**src/rtl/mtrap_pkg.sv**
```systemverilog
package mtrap_pkg;
  parameter int CODE_W = 4;
  parameter int IRQ_W  = 8;

  localparam int IDX_USI = 0;
  localparam int IDX_SSI = 1;
  localparam int IDX_MSI = 3;
  localparam int IDX_MTI = 7;

  localparam logic [IRQ_W-1:0] IEN_MASK = IRQ_W'((1 << IDX_SSI) | (1 << IDX_MSI) | (1 << IDX_MTI));

  localparam int NPRIO = 3;
  localparam int PRIO [NPRIO] = '{IDX_MSI, IDX_MTI, IDX_SSI};

  typedef enum logic [1:0] {
    SEL_VEC = 2'd0,
    SEL_IEN = 2'd1,
    SEL_IPN = 2'd2,
    SEL_NONE = 2'd3
  } csr_sel_e;

  typedef struct packed {
    logic              valid;
    logic              is_irq;
    logic [CODE_W-1:0] code;
  } trap_req_t;
endpackage

```
**src/rtl/mtrap_csr_bank.sv**
```systemverilog
module mtrap_csr_bank
  import mtrap_pkg::*;
#(
  parameter int XLEN = 32
) (
  input  logic             clk,
  input  logic             rst_n,
  input  logic             csr_we,
  input  logic [1:0]       csr_sel,
  input  logic [XLEN-1:0]  csr_wdata,
  output logic [XLEN-1:0]  csr_rdata,
  input  logic             timer_irq,
  input  logic             msw_irq,
  output logic [XLEN-1:0]  vec_base,
  output logic             vec_mode,
  output logic [IRQ_W-1:0] ien,
  output logic [IRQ_W-1:0] ipnd
);
  localparam int BASE_W = XLEN - 2;

  logic [BASE_W-1:0] base_q, base_d;
  logic              mode_q, mode_d;
  logic [IRQ_W-1:0]  ien_q, ien_d;
  logic              ssip_q, ssip_d;
  logic              we_vec, we_ien, we_ipn;

  always_comb begin
    we_vec = csr_we && (csr_sel == SEL_VEC);
    we_ien = csr_we && (csr_sel == SEL_IEN);
    we_ipn = csr_we && (csr_sel == SEL_IPN);
  end

  always_comb begin
    base_d = base_q;
    mode_d = mode_q;
    ien_d  = ien_q;
    ssip_d = ssip_q;
    if (we_vec) begin
      base_d = csr_wdata[XLEN-1:2];
      mode_d = csr_wdata[0];
    end
    if (we_ien) ien_d = csr_wdata[IRQ_W-1:0] & IEN_MASK;
    if (we_ipn) ssip_d = csr_wdata[IDX_SSI];
  end

  always_ff @(posedge clk or negedge rst_n) begin
    if (!rst_n) begin
      base_q <= '0;
      mode_q <= 1'b0;
      ien_q  <= '0;
      ssip_q <= 1'b0;
    end else begin
      if (we_vec) begin
        base_q <= base_d;
        mode_q <= mode_d;
      end
      if (we_ien) ien_q <= ien_d;
      if (we_ipn) ssip_q <= ssip_d;
    end
  end

  always_comb begin
    ipnd          = '0;
    ipnd[IDX_SSI] = ssip_q;
    ipnd[IDX_MSI] = msw_irq;
    ipnd[IDX_MTI] = timer_irq;
    ipnd[IDX_USI] = 1'b0;
  end

  assign ien      = ien_q;
  assign vec_base = {base_q, 2'b00};
  assign vec_mode = mode_q;

  always_comb begin
    unique case (csr_sel)
      SEL_VEC: csr_rdata = {base_q, 1'b0, mode_q};
      SEL_IEN: csr_rdata = {{(XLEN-IRQ_W){1'b0}}, ien_q};
      SEL_IPN: csr_rdata = {{(XLEN-IRQ_W){1'b0}}, ipnd};
      default: csr_rdata = '0;
    endcase
  end
endmodule

```
**src/rtl/mtrap_irq_arbiter.sv**
```systemverilog
module mtrap_irq_arbiter
  import mtrap_pkg::*;
(
  input  logic [IRQ_W-1:0]  ipnd,
  input  logic [IRQ_W-1:0]  ien,
  input  logic              glb_mie,
  input  logic              exc_req,
  input  logic [CODE_W-1:0] exc_code,
  input  logic              block,
  output trap_req_t         req
);
  logic [IRQ_W-1:0]  active;
  logic [NPRIO-1:0]  hit;
  logic [CODE_W-1:0] irq_code;
  logic              irq_any;

  assign active = ipnd & ien;

  generate
    for (genvar g = 0; g < NPRIO; g++) begin : g_hit
      assign hit[g] = active[PRIO[g]];
    end
  endgenerate

  always_comb begin
    irq_code = '0;
    for (int i = NPRIO - 1; i >= 0; i--) begin
      if (hit[i]) irq_code = CODE_W'(PRIO[i]);
    end
    irq_any = glb_mie && (hit != '0);
  end

  always_comb begin
    req = '0;
    if (!block) begin
      if (exc_req) begin
        req.valid  = 1'b1;
        req.is_irq = 1'b0;
        req.code   = exc_code;
      end else if (irq_any) begin
        req.valid  = 1'b1;
        req.is_irq = 1'b1;
        req.code   = irq_code;
      end
    end
  end
endmodule

```
**src/rtl/mtrap_target_calc.sv**
```systemverilog
module mtrap_target_calc
  import mtrap_pkg::*;
#(
  parameter int XLEN = 32
) (
  input  logic [XLEN-1:0] vec_base,
  input  logic            vec_mode,
  input  trap_req_t       req,
  output logic [XLEN-1:0] pc,
  output logic [XLEN-1:0] cause
);
  logic [XLEN-1:0] offset;

  assign offset = {{(XLEN-CODE_W-2){1'b0}}, req.code, 2'b00};

  always_comb begin
    if (vec_mode && req.is_irq) pc = vec_base + offset;
    else                        pc = vec_base;
    cause = {req.is_irq, {(XLEN-CODE_W-1){1'b0}}, req.code};
  end
endmodule

```
**src/rtl/mtrap_vec_unit.sv**
```systemverilog
module mtrap_vec_unit
  import mtrap_pkg::*;
#(
  parameter int XLEN = 32
) (
  input  logic              clk,
  input  logic              rst_n,
  input  logic              csr_we,
  input  logic [1:0]        csr_sel,
  input  logic [XLEN-1:0]   csr_wdata,
  output logic [XLEN-1:0]   csr_rdata,
  input  logic              timer_irq,
  input  logic              msw_irq,
  input  logic              exc_req,
  input  logic [CODE_W-1:0] exc_code,
  input  logic              glb_mie,
  output logic              trap_taken,
  output logic [XLEN-1:0]   trap_cause,
  output logic [XLEN-1:0]   trap_pc
);
  logic [XLEN-1:0]  vec_base_w;
  logic             vec_mode_w;
  logic [IRQ_W-1:0] ien_w, ipnd_w;
  trap_req_t        req_w;
  logic [XLEN-1:0]  pc_d, cause_d;
  logic             taken_q;
  logic [XLEN-1:0]  pc_q, cause_q;

  mtrap_csr_bank #(.XLEN(XLEN)) u_csr (
    .clk(clk), .rst_n(rst_n), .csr_we(csr_we), .csr_sel(csr_sel),
    .csr_wdata(csr_wdata), .csr_rdata(csr_rdata),
    .timer_irq(timer_irq), .msw_irq(msw_irq),
    .vec_base(vec_base_w), .vec_mode(vec_mode_w), .ien(ien_w), .ipnd(ipnd_w)
  );

  mtrap_irq_arbiter u_arb (
    .ipnd(ipnd_w), .ien(ien_w), .glb_mie(glb_mie), .exc_req(exc_req),
    .exc_code(exc_code), .block(taken_q), .req(req_w)
  );

  mtrap_target_calc #(.XLEN(XLEN)) u_tgt (
    .vec_base(vec_base_w), .vec_mode(vec_mode_w), .req(req_w),
    .pc(pc_d), .cause(cause_d)
  );

  always_ff @(posedge clk or negedge rst_n) begin
    if (!rst_n) begin
      taken_q <= 1'b0;
      pc_q    <= '0;
      cause_q <= '0;
    end else begin
      taken_q <= req_w.valid;
      if (req_w.valid) begin
        pc_q    <= pc_d;
        cause_q <= cause_d;
      end
    end
  end

  assign trap_taken = taken_q;
  assign trap_pc    = pc_q;
  assign trap_cause = cause_q;
endmodule

```
**config.mk**
```make
export PLATFORM = sky130hd
export DESIGN_NAME = mtrap_vec_unit
export DESIGN_NICKNAME = d
export VERILOG_FILES = /design/src/rtl/mtrap_pkg.sv /design/src/rtl/mtrap_csr_bank.sv /design/src/rtl/mtrap_irq_arbiter.sv /design/src/rtl/mtrap_target_calc.sv /design/src/rtl/mtrap_vec_unit.sv
export SDC_FILE = /design/constraint.sdc
export NUM_CORES = 1
export LEC_CHECK = 0
export BUFFER_PORTS_ARGS = -buffer_cell sky130_fd_sc_hd__buf_2
export CORE_MARGIN = 8
export CORE_UTILIZATION = 45
export DETAILED_ROUTE_END_ITERATION = 8
export PLACE_DENSITY_LB_ADDON = 0.05
export SLEW_MARGIN = 30
export SYNTH_ARGS = -nofsm -noshare
export SYNTH_HDL_FRONTEND = slang
export SYNTH_HIERARCHICAL = 1
export SYNTH_SLANG_ARGS = --single-unit
```
**constraint.sdc**
```tcl
create_clock -name clk -period 6.1 [get_ports clk]
set_input_delay 0.915 -clock clk [delete_from_list [all_inputs] [get_ports clk]]
set_output_delay 0.915 -clock clk [all_outputs]
set_load 0.05 [all_outputs]
```
**Yosys cells after proc, flatten, opt, wreduce, memory -nomap -nowiden**

Cells that the tools add are included.

- Register bits after elaboration: 73
- Input bits: 45
- Output and inout bits: 97
- Word-level logic and storage cells: 26

- Add/subtract/negate cells: 1
- Eq/ne operators: 2
- Mux-type cells: 8
- Bitwise logic cells: 1
- Reduce and logical (&&, ||, !) cells: 7

Operators by type and width:

| cell | number |
|---|---|
| 32-bit case mux with 3 select lines | 1 |
| 32-bit by 6-bit adder with 32-bit output | 1 |
| 32-bit two-way mux | 1 |
| 6-bit two-way mux | 3 |
| 8-bit bitwise AND | 1 |
| 3-bit two-way mux | 2 |
| 1-bit logical AND | 5 |
| 3-bit nonzero test | 1 |
| 2-bit by 1-bit equality test with 1-bit output, second input constant | 1 |
| 2-bit equality test, second input constant | 1 |
| 2-bit logical NOT | 1 |
| 1-bit two-way mux | 1 |

**Depth between registers and ports, before layout**

Gate-level depths: netlist of the first run.

- Depth after elaboration: 9
- Mapped depth: 11
- Gate-level depth less buffers: 10

**Cells and area by module**

The synthesis of the first run kept the hierarchy.

Modules (own cells, without submodules):

| module | instances | cells an instance | area each (um^2) | sequential area each (um^2) |
|---|---|---|---|---|
| mtrap_vec_unit | 1 | 136 | 2703.8 | 1626.6 |
| mtrap_csr_bank | 1 | 133 | 1756.7 | 875.8 |
| mtrap_target_calc | 1 | 141 | 1047.3 | 0.0 |
| mtrap_irq_arbiter | 1 | 16 | 102.6 | 0.0 |

**Worst setup path after synthesis of the first run**

Ideal clock, no wire load.

- Path kind: input-to-reg
- From: input msw_irq
- To: register pc_q[16] (netlist: trap_pc[16])
- Library setup time: 0.125 ns
- Data arrival time: 3.615 ns
- Required time: 5.975 ns
- Path slack: 2.359 ns
- Stages: 11
- Path buffers: 1
- Path through: buf_4 > a222oi_1 > nor3b_2 > o21bai_1 > ha_1 > fa_1 > a21o_1 > a21oi_1 > nor4_1 > xor2_1 > mux2_4

RTL lines:

| what | RTL line | text |
|---|---|---|
| from (decl) | mtrap_vec_unit.sv:13 | `input logic msw_irq,` |
| to (signal assigned) | mtrap_vec_unit.sv:54 | `pc_q <= pc_d;` |
| to (decl) | mtrap_vec_unit.sv:27 | `logic [XLEN-1:0] pc_q, cause_q;` |

==> results.py, run 1 <==
metrics = {
    "cts": {
        "ctsHoldBuffers": 0,
        "numCtsBuffers": 9,
        "cts_tree": "done",
        "clkTransAtPathRegs_ps": 70,
        "cts_resized": 0,
        "ctsHtreeMaxLevel": 3,
        "cts_setup_buffers": 0,
        "clock_path_buffers": 2,
        "cts_sinks": 100,
        "insertion_delay_ps": 350,
        "clockRootBuffer": "clkbuf_16",
    },
    "timing": {
        "finalSetupViolCount": 0,
        "finalSetupTns_ps": 0,
        "rsz0062_at_grt": "false",
        "tightest_slew_ps": 923,
        "whs_ps": 486,
        "worst_clock_skew_ps": 6.56,
        "max_freq_mhz": 260,
        "period_minus_slack_ps": 3840,
        "relSlewSlack": 0.384,
        "hold_viol": 0,
        "finalCritPeriodShare": 0.629,
        "maxSlewViolCount": 0,
    },
    "global_route": {
        "antenna_found_initial": 0,
        "gr-total-overflow": 0,
        "grt_usage": 0.161,
        "first_global_vias": 3771,
        "grt_max_degree": 73,
        "grt_pass1_wl_um": 20500,
    },
    "detailed_routing": {
        "postRouteAntennaNets": 0,
        "num_vias": 3499,
        "drcViolationCount": 0,
        "firstDrtPassIters": 4,
        "routed_via_density": 5.04,
        "routedWlPerCell_um": 17.9,
        "routed_wl_um": 12400,
        "drtIter0Drc": 201,
    },
    "critical_path": {
        "r2r_start": "u_csr/ien[3]$_DFFE_PN0P_",
        "end_kind": "register",
        "cp_slowest_cell": "a21oi_1",
        "critPathTopFamily": "compound AO/OA/AOI/OAI gates",
        "critPathMaxFanout": 10,
        "start_kind": "input port",
        "arrival_ps": 4070,
        "worstPathRequired_ps": 6340,
        "r2r_end": "trap_pc[14]$_DFFE_PN0P_",
        "crit_chain": "buf_2, a222oi_1, nor3b_2, o21bai_1, ha_1, fa_1, a21o_1, a21oi_1, nor4_1, xor2_1, mux2_4",
        "cpPeakStageDelay_ps": 740,
        "path_buf_inv": 1,
        "path_class": "input port to register",
        "rrSetupSlack_ps": 2540,
        "startpoint": "msw_irq",
        "reg2reg_depth": 10,
    },
    "finish": {
        "drive_gt1_frac": 0.495,
        "num-nets-final": 593,
        "area_growth_pct": 14.7,
        "antenna_cells": 0,
    },
    "floorplanning": {
        "core_um2": 12000,
        "die_h_um": 127,
        "die_w_um": 127,
        "initial_core_util": 0.461,
        "die_area_um2": 16100,
        "rows": 40,
        "top_level_ports": 142,
    },
    "power_and_ir_drop": {
        "ir_worst_vdd_v": 0.000175,
        "power_leakage_uw": 0.00312,
        "finalPower_uw": 2810,
        "power_density_nw_per_um2": 442,
    },
    "run_status": {
        "status": "completed",
    },
    "synthesis": {
        "syn_inst": 416,
        "ys_warn_count": 6,
        "syn_area_per_cell_um2": 13.3,
        "synth_area_um2": 5540,
    },
    "place": {
        "portBuffers": 141,
        "gp_congestion": 0.751,
        "dp_hpwl_um": 9140,
    },
    "run": {
        "cap_violations": 0,
    },
    "worst_hold_path": {
        "hp-class": "input port to async pin",
    },
}
-- power breakdown --
part           switching (uW)  internal [uW]
logic                     843            432
clock network             244            275
registers                 160            854
-- how the worst max path moves through the flow --
stage,endpoint,cells after the start
after floorplan,trap_pc[16]$_DFFE_PN0P_,11
final,trap_pc[14]$_DFFE_PN0P_,11
after CTS,trap_pc[14]$_DFFE_PN0P_,11
after detailed placement,trap_pc[14]$_DFFE_PN0P_,11
after global placement,trap_pc[14]$_DFFE_PN0P_,11
after global routing,trap_pc[14]$_DFFE_PN0P_,11
-- through the flow --
stage	util	instances	setup slack (ps)	instance area, um2
floorplan	-	443	2360	5640
global placement	0.506	679	1950	6070
detailed placement	0.506	679	1900	6080
CTS	0.528	694	2270	6340
global route	0.529	694	2080	6350
finish	0.529	694	2260	6350
-- layout make-up --
type	instances	area [um2]
clock inverters	4	26.3
flip-flops and latches	100	2500
multi-input cells	284	2650
repair buffers	145	742
well taps	147	184
clock buffers	11	233
fillers	1069	5660
inverters	3	11.3
-- placed cells by master (no fill, tap or decap), drive strengths merged, types with 2 or more instances in the layout --
cell,instances
buf,145
mux2,101
dfrtp,100
and2,29
conb,29
nand2,14
xnor2,14
xor2,14
nand4,13
clkbuf,11
nand3,9
nor3,6
nor4,6
nor3b,6
ha,4
inv,4
a21oi,4
nor2,4
o2bb2ai,3
a21o,3
o21ai,3
clkinv,2
nor2b,2
mux2i,2
nand3b,2
and4,2
and3,2
o21bai,2
nor4b,2
-- state kept, by name, indices dropped and copies added, names as in the netlist --
| register | cells |
|---|---|
| u_csr/base_q | 30 |
| trap_taken | 1 |
| trap_pc | 32 |
| trap_cause | 32 |
| u_csr/vec_mode | 1 |
| u_csr/ssip_q | 1 |
| u_csr/ien | 3 |
-- per-layer routing --
metal	part of all wire	vias up	GRT usage
met5	0	-	0
met1	0.44	1730	0.199
li1	-	1653	-
met4	0.016	0	0.0616
met3	0.064	13	0.0490
met2	0.48	103	0.260
Note: power is estimated with default switching activity, not from simulation.
==> inputs of run 2 (changes only) <==
==> constraint.sdc (replaced) <==
create_clock -name clk -period 3.75 [get_ports clk]
set_input_delay 0.5625 -clock clk [delete_from_list [all_inputs] [get_ports clk]]
set_output_delay 0.5625 -clock clk [all_outputs]
set_load 0.05 [all_outputs]
==> results.py, run 2 (synthesis gave the netlist of run 1 again) <==
metrics = {
    "power_and_ir_drop": {
        "power_leakage_uw": 0.00314,
        "power_density_nw_per_um2": 721,
        "ir_worst_vdd_v": 0.000353,
        "finalPower_uw": 4600,
    },
    "finish": {
        "final_util": 0.531,
        "num-nets-final": 596,
        "antenna_cells": 0,
        "fillerInstances": 1083,
        "fin_cells": 697,
        "final_cell_mix": "buf_2, dfrtp_1, mux2_4",
        "final_common_cell": "buf_2",
        "drive_gt1_frac": 0.495,
        "area_growth_pct": 15.2,
    },
    "cts": {
        "clockRootBuffer": "clkbuf_16",
        "numCtsBuffers": 9,
        "cts_sinks": 100,
        "cts_tree": "done",
        "cts_setup_buffers": 0,
        "clock_path_buffers": 2,
        "insertion_delay_ps": 350,
        "clkTransAtPathRegs_ps": 70,
        "cts_resized": 0,
        "ctsHoldBuffers": 0,
        "ctsHtreeMaxLevel": 3,
    },
    "critical_path": {
        "start_kind": "register",
        "arrival_ps": 3300,
        "end_kind": "register",
        "path_buf_inv": 1,
        "crit_chain": "a222oi_1, nor3b_2, o21bai_1, ha_1, fa_1, a21o_1, a21oi_1, buf_4, nor3_1, xor2_1, mux2_4",
        "cp_slowest_cell": "a222oi_1",
        "cpPeakStageDelay_ps": 460,
        "rrSetupSlack_ps": 680,
        "path_class": "register to register",
        "critPathMaxFanout": 10,
        "critPathTopFamily": "compound AO/OA/AOI/OAI gates",
        "worstPathRequired_ps": 3990,
        "worst-path-stages": 11,
        "reg2reg_depth": 11,
    },
    "timing": {
        "tightest_slew_ps": 950,
        "maxSlewViolCount": 0,
        "rsz0062_at_grt": "false",
        "period_minus_slack_ps": 3070,
        "finalSetupTns_ps": 0,
        "relSlewSlack": 0.366,
        "max_freq_mhz": 326,
        "hold_viol": 0,
        "worst_clock_skew_ps": 5.20,
        "fin_ws_ps": 682,
        "finalSetupViolCount": 0,
        "finalCritPeriodShare": 0.818,
    },
    "place": {
        "dp_hpwl_um": 9070,
        "gp_congestion": 0.779,
        "portBuffers": 141,
        "post-place-cells": 682,
        "place_ws_ps": 377,
    },
    "global_route": {
        "first_global_vias": 3718,
        "grt_max_degree": 66,
        "grt_usage": 0.161,
        "gr-total-overflow": 0,
        "grt_pass1_wl_um": 20200,
        "antenna_found_initial": 0,
    },
    "floorplanning": {
        "die_w_um": 127,
        "initial_core_util": 0.461,
        "core_um2": 12000,
        "die_h_um": 127,
        "rows": 40,
        "die_area_um2": 16100,
        "top_level_ports": 142,
    },
    "detailed_routing": {
        "drtIter0Drc": 173,
        "routedWlPerCell_um": 18.1,
        "drcViolationCount": 0,
        "routed_via_density": 4.96,
        "postRouteAntennaNets": 0,
        "num_vias": 3459,
        "firstDrtPassIters": 4,
        "routed_wl_um": 12600,
    },
    "run_status": {
        "status": "completed",
    },
    "worst_hold_path": {
        "hp-class": "input port to async pin",
    },
    "run": {
        "cap_violations": 0,
    },
}
## run 2: changes by cell type in the layout (fill, tap and decap cells not counted), sizes merged
cell	delta
clkinvlp	-1
clkbuf	+1
buf	+3
## run 2: final timing paths
path,startpoint,to
max in group asynchronous,rst_n,trap_cause[13]$_DFFE_PN0P_
worst max register to register,u_csr/ien[3]$_DFFE_PN0P_,trap_pc[12]$_DFFE_PN0P_
min in group clk,csr_wdata[23],u_csr/base_q[21]$_DFFE_PN0P_
worst min-delay path,rst_n,trap_cause[9]$_DFFE_PN0P_
worst max-delay path,u_csr/ien[3]$_DFFE_PN0P_,trap_pc[12]$_DFFE_PN0P_
worst min register to register,trap_cause[12]$_DFFE_PN0P_,trap_cause[12]$_DFFE_PN0P_
## run 2: area by class of cell
type,count,area [um2],share of cell area
flip-flops and latches,100,2500,0.392
inverters,3,11.3,0.00177
clock buffers,12,246,0.0387
clock inverters,3,22.5,0.00353
multi-input cells,284,2640,0.413
well taps,147,184,0.0288
repair buffers,148,773,0.121
## run 2: worst register-to-register path, cell delays in order, from the launching register on
cell and delay, ps:
dfrtp_1 420, a222oi_1 460, nor3b_2 140, o21bai_1 200, ha_1 230, fa_1 420
a21o_1 220, a21oi_1 140, buf_4 210, nor3_1 90, xor2_1 160, mux2_4 270
## run 2: per-layer routing
metal  GRT usage  routed length, um  vias to the layer above  share of wire
li1            -                  -                     1650              -
met1       0.202               5800                     1709           0.46
met2       0.259               5930                       90           0.47
met3      0.0519                719                       10          0.057
met4      0.0532                157                        0          0.012
met5           0                  0                        -              0
## run 2: through the flow
step           area (um2)  hold slack (ps)
2_1_floorplan        5640              267
3_3_place_gp         6110              488
3_5_place_dp         6110              489
4_1_cts              6380              246
5_1_grt              6380              280
6_report             6380              225
## run 2: where the power goes
group | switching, uW | total, uW | internal, uW
sequential | 263 | 1650 | 1390
clock | 403 | 871 | 468
combinational | 1370 | 2070 | 707
==> inputs of run 3 (changes only) <==
==> constraint.sdc (replaced) <==
create_clock -name clk -period 2.7 [get_ports clk]
set_input_delay 0.405 -clock clk [delete_from_list [all_inputs] [get_ports clk]]
set_output_delay 0.405 -clock clk [all_outputs]
set_load 0.05 [all_outputs]
==> results.py, run 3 (synthesis gave the netlist of run 1 again) <==
metrics = {
    "timing": {
        "hold_viol": 0,
        "maxSlewViolCount": 0,
        "finalSetupViolCount": 7,
        "finalCritPeriodShare": 1.02,
        "relSlewSlack": 0.647,
        "max_freq_mhz": 365,
        "worst_clock_skew_ps": 4.06,
        "finalSetupTns_ps": -129,
        "period_minus_slack_ps": 2740,
        "tightest_slew_ps": 529,
        "rsz0062_at_grt": "true",
        "fin_ws_ps": -41.2,
    },
    "power_and_ir_drop": {
        "power_density_nw_per_um2": 973,
        "ir_worst_vdd_v": 0.000327,
        "finalPower_uw": 6490,
        "power_leakage_uw": 0.00329,
    },
    "global_route": {
        "antenna_found_initial": 1,
        "grt_max_degree": 63,
        "first_global_vias": 3786,
        "grt_usage": 0.160,
        "grt_pass1_wl_um": 20500,
        "gr-total-overflow": 0,
    },
    "critical_path": {
        "worstPathRequired_ps": 2930,
        "end_kind": "register",
        "critPathMaxFanout": 9,
        "arrival_ps": 2970,
        "start_kind": "register",
        "path_class": "register to register",
    },
    "run": {
        "cap_violations": 0,
    },
    "detailed_routing": {
        "routed_via_density": 4.90,
        "drcViolationCount": 0,
        "firstDrtPassIters": 4,
        "num_vias": 3525,
        "postRouteAntennaNets": 0,
        "drtIter0Drc": 105,
        "routedWlPerCell_um": 17.6,
        "routed_wl_um": 12700,
    },
    "floorplanning": {
        "die_w_um": 127,
        "rows": 40,
        "die_area_um2": 16100,
        "top_level_ports": 142,
        "core_um2": 12000,
        "die_h_um": 127,
        "initial_core_util": 0.461,
    },
    "finish": {
        "fin_cells": 720,
        "final_cell_mix": "buf_2, dfrtp_1, mux2_4",
        "drive_gt1_frac": 0.532,
        "antenna_cells": 0,
        "area_growth_pct": 20.6,
        "final_common_cell": "buf_2",
        "final_util": 0.556,
        "num-nets-final": 618,
    },
    "cts": {
        "clock_path_buffers": 2,
        "cts_tree": "done",
        "ctsHoldBuffers": 0,
        "clockRootBuffer": "clkbuf_16",
        "clkTransAtPathRegs_ps": 70,
        "numCtsBuffers": 9,
        "ctsHtreeMaxLevel": 3,
        "insertion_delay_ps": 340,
        "cts_sinks": 100,
    },
    "run_status": {
        "status": "complete, but fails checks",
        "violations": "negative setup slack",
    },
    "place": {
        "post-place-cells": 702,
        "dp_hpwl_um": 9430,
        "portBuffers": 141,
        "gp_congestion": 0.795,
    },
    "worst_hold_path": {
        "hp-class": "input port to async pin",
    },
}
-- run 3: path summary, 6_finish.rpt --
kind                                           start                           end  slack, ps  cells past startpoint
setup / recovery            u_csr/ien[3]$_DFFE_PN0P_       trap_pc[22]$_DFFE_PN0P_        -40                     12
hold / removal                                 rst_n     trap_cause[7]$_DFFE_PN0P_         30                      1
setup reg to reg            u_csr/ien[3]$_DFFE_PN0P_       trap_pc[22]$_DFFE_PN0P_        -40                     12
hold reg to reg            trap_cause[4]$_DFFE_PN0P_     trap_cause[4]$_DFFE_PN0P_        510                      1
max in group asynchronous                      rst_n       trap_pc[30]$_DFFE_PN0P_       1950                      2
min in group clk                       csr_wdata[23]  u_csr/base_q[21]$_DFFE_PN0P_        280                      2
-- run 3: layer usage --
| metal | vias to the layer above | part of all wire | GRT usage |
|---|---|---|---|
| met5 | - | 0.0010 | 0 |
| met4 | 2 | 0.015 | 0.0581 |
| met3 | 15 | 0.053 | 0.0448 |
| met2 | 87 | 0.47 | 0.252 |
| met1 | 1726 | 0.46 | 0.206 |
| li1 | 1695 | - | - |
-- run 3: cell type report --
class                   count  area (um2)
well taps                 147         184
clock inverters             4        25.0
repair buffers            170         992
flip-flops and latches    100        2500
multi-input cells         284        2710
fillers                  1069        5340
clock buffers              12         246
inverters                   3        11.3
-- run 3: stage by stage --
stage / hold slack [ps] / instance area (um2) / setup WS, ps
floorplan: 109 / 5680 / -132
global placement: 422 / 6340 / -192
detailed placement: 420 / 6340 / -225
CTS: 44.5 / 6630 / -51.3
global route: 55.4 / 6680 / -141
finish: 34.3 / 6680 / -41.2
-- run 3: critical path: stages (launching register included) --
cell and delay, ps:
dfrtp_1 380, a222oi_1 310, buf_4 170, nor3b_2 40
o21bai_4 200, ha_4 180, fa_2 340, a21o_1 200
a21oi_4 170, buf_12 150, nor3_1 60, xor2_1 160
mux2_4 260
-- run 3: power by group --
group	switching [uW]	internal [uW]
sequential	365	1930
clock	555	648
combinational	1940	1060
-- run 3: what timing repair did --
| action | CTS | global route |
|---|---|---|
| gates resized for setup | 1 | 7 |
| setup buffers | 1 | 1 |
| pin swaps | 1 | 2 |
| endpoints found under the hold margin | 0 | 0 |
| gates cloned | 0 | 0 |
| endpoints found under the setup margin | 17 | 19 |
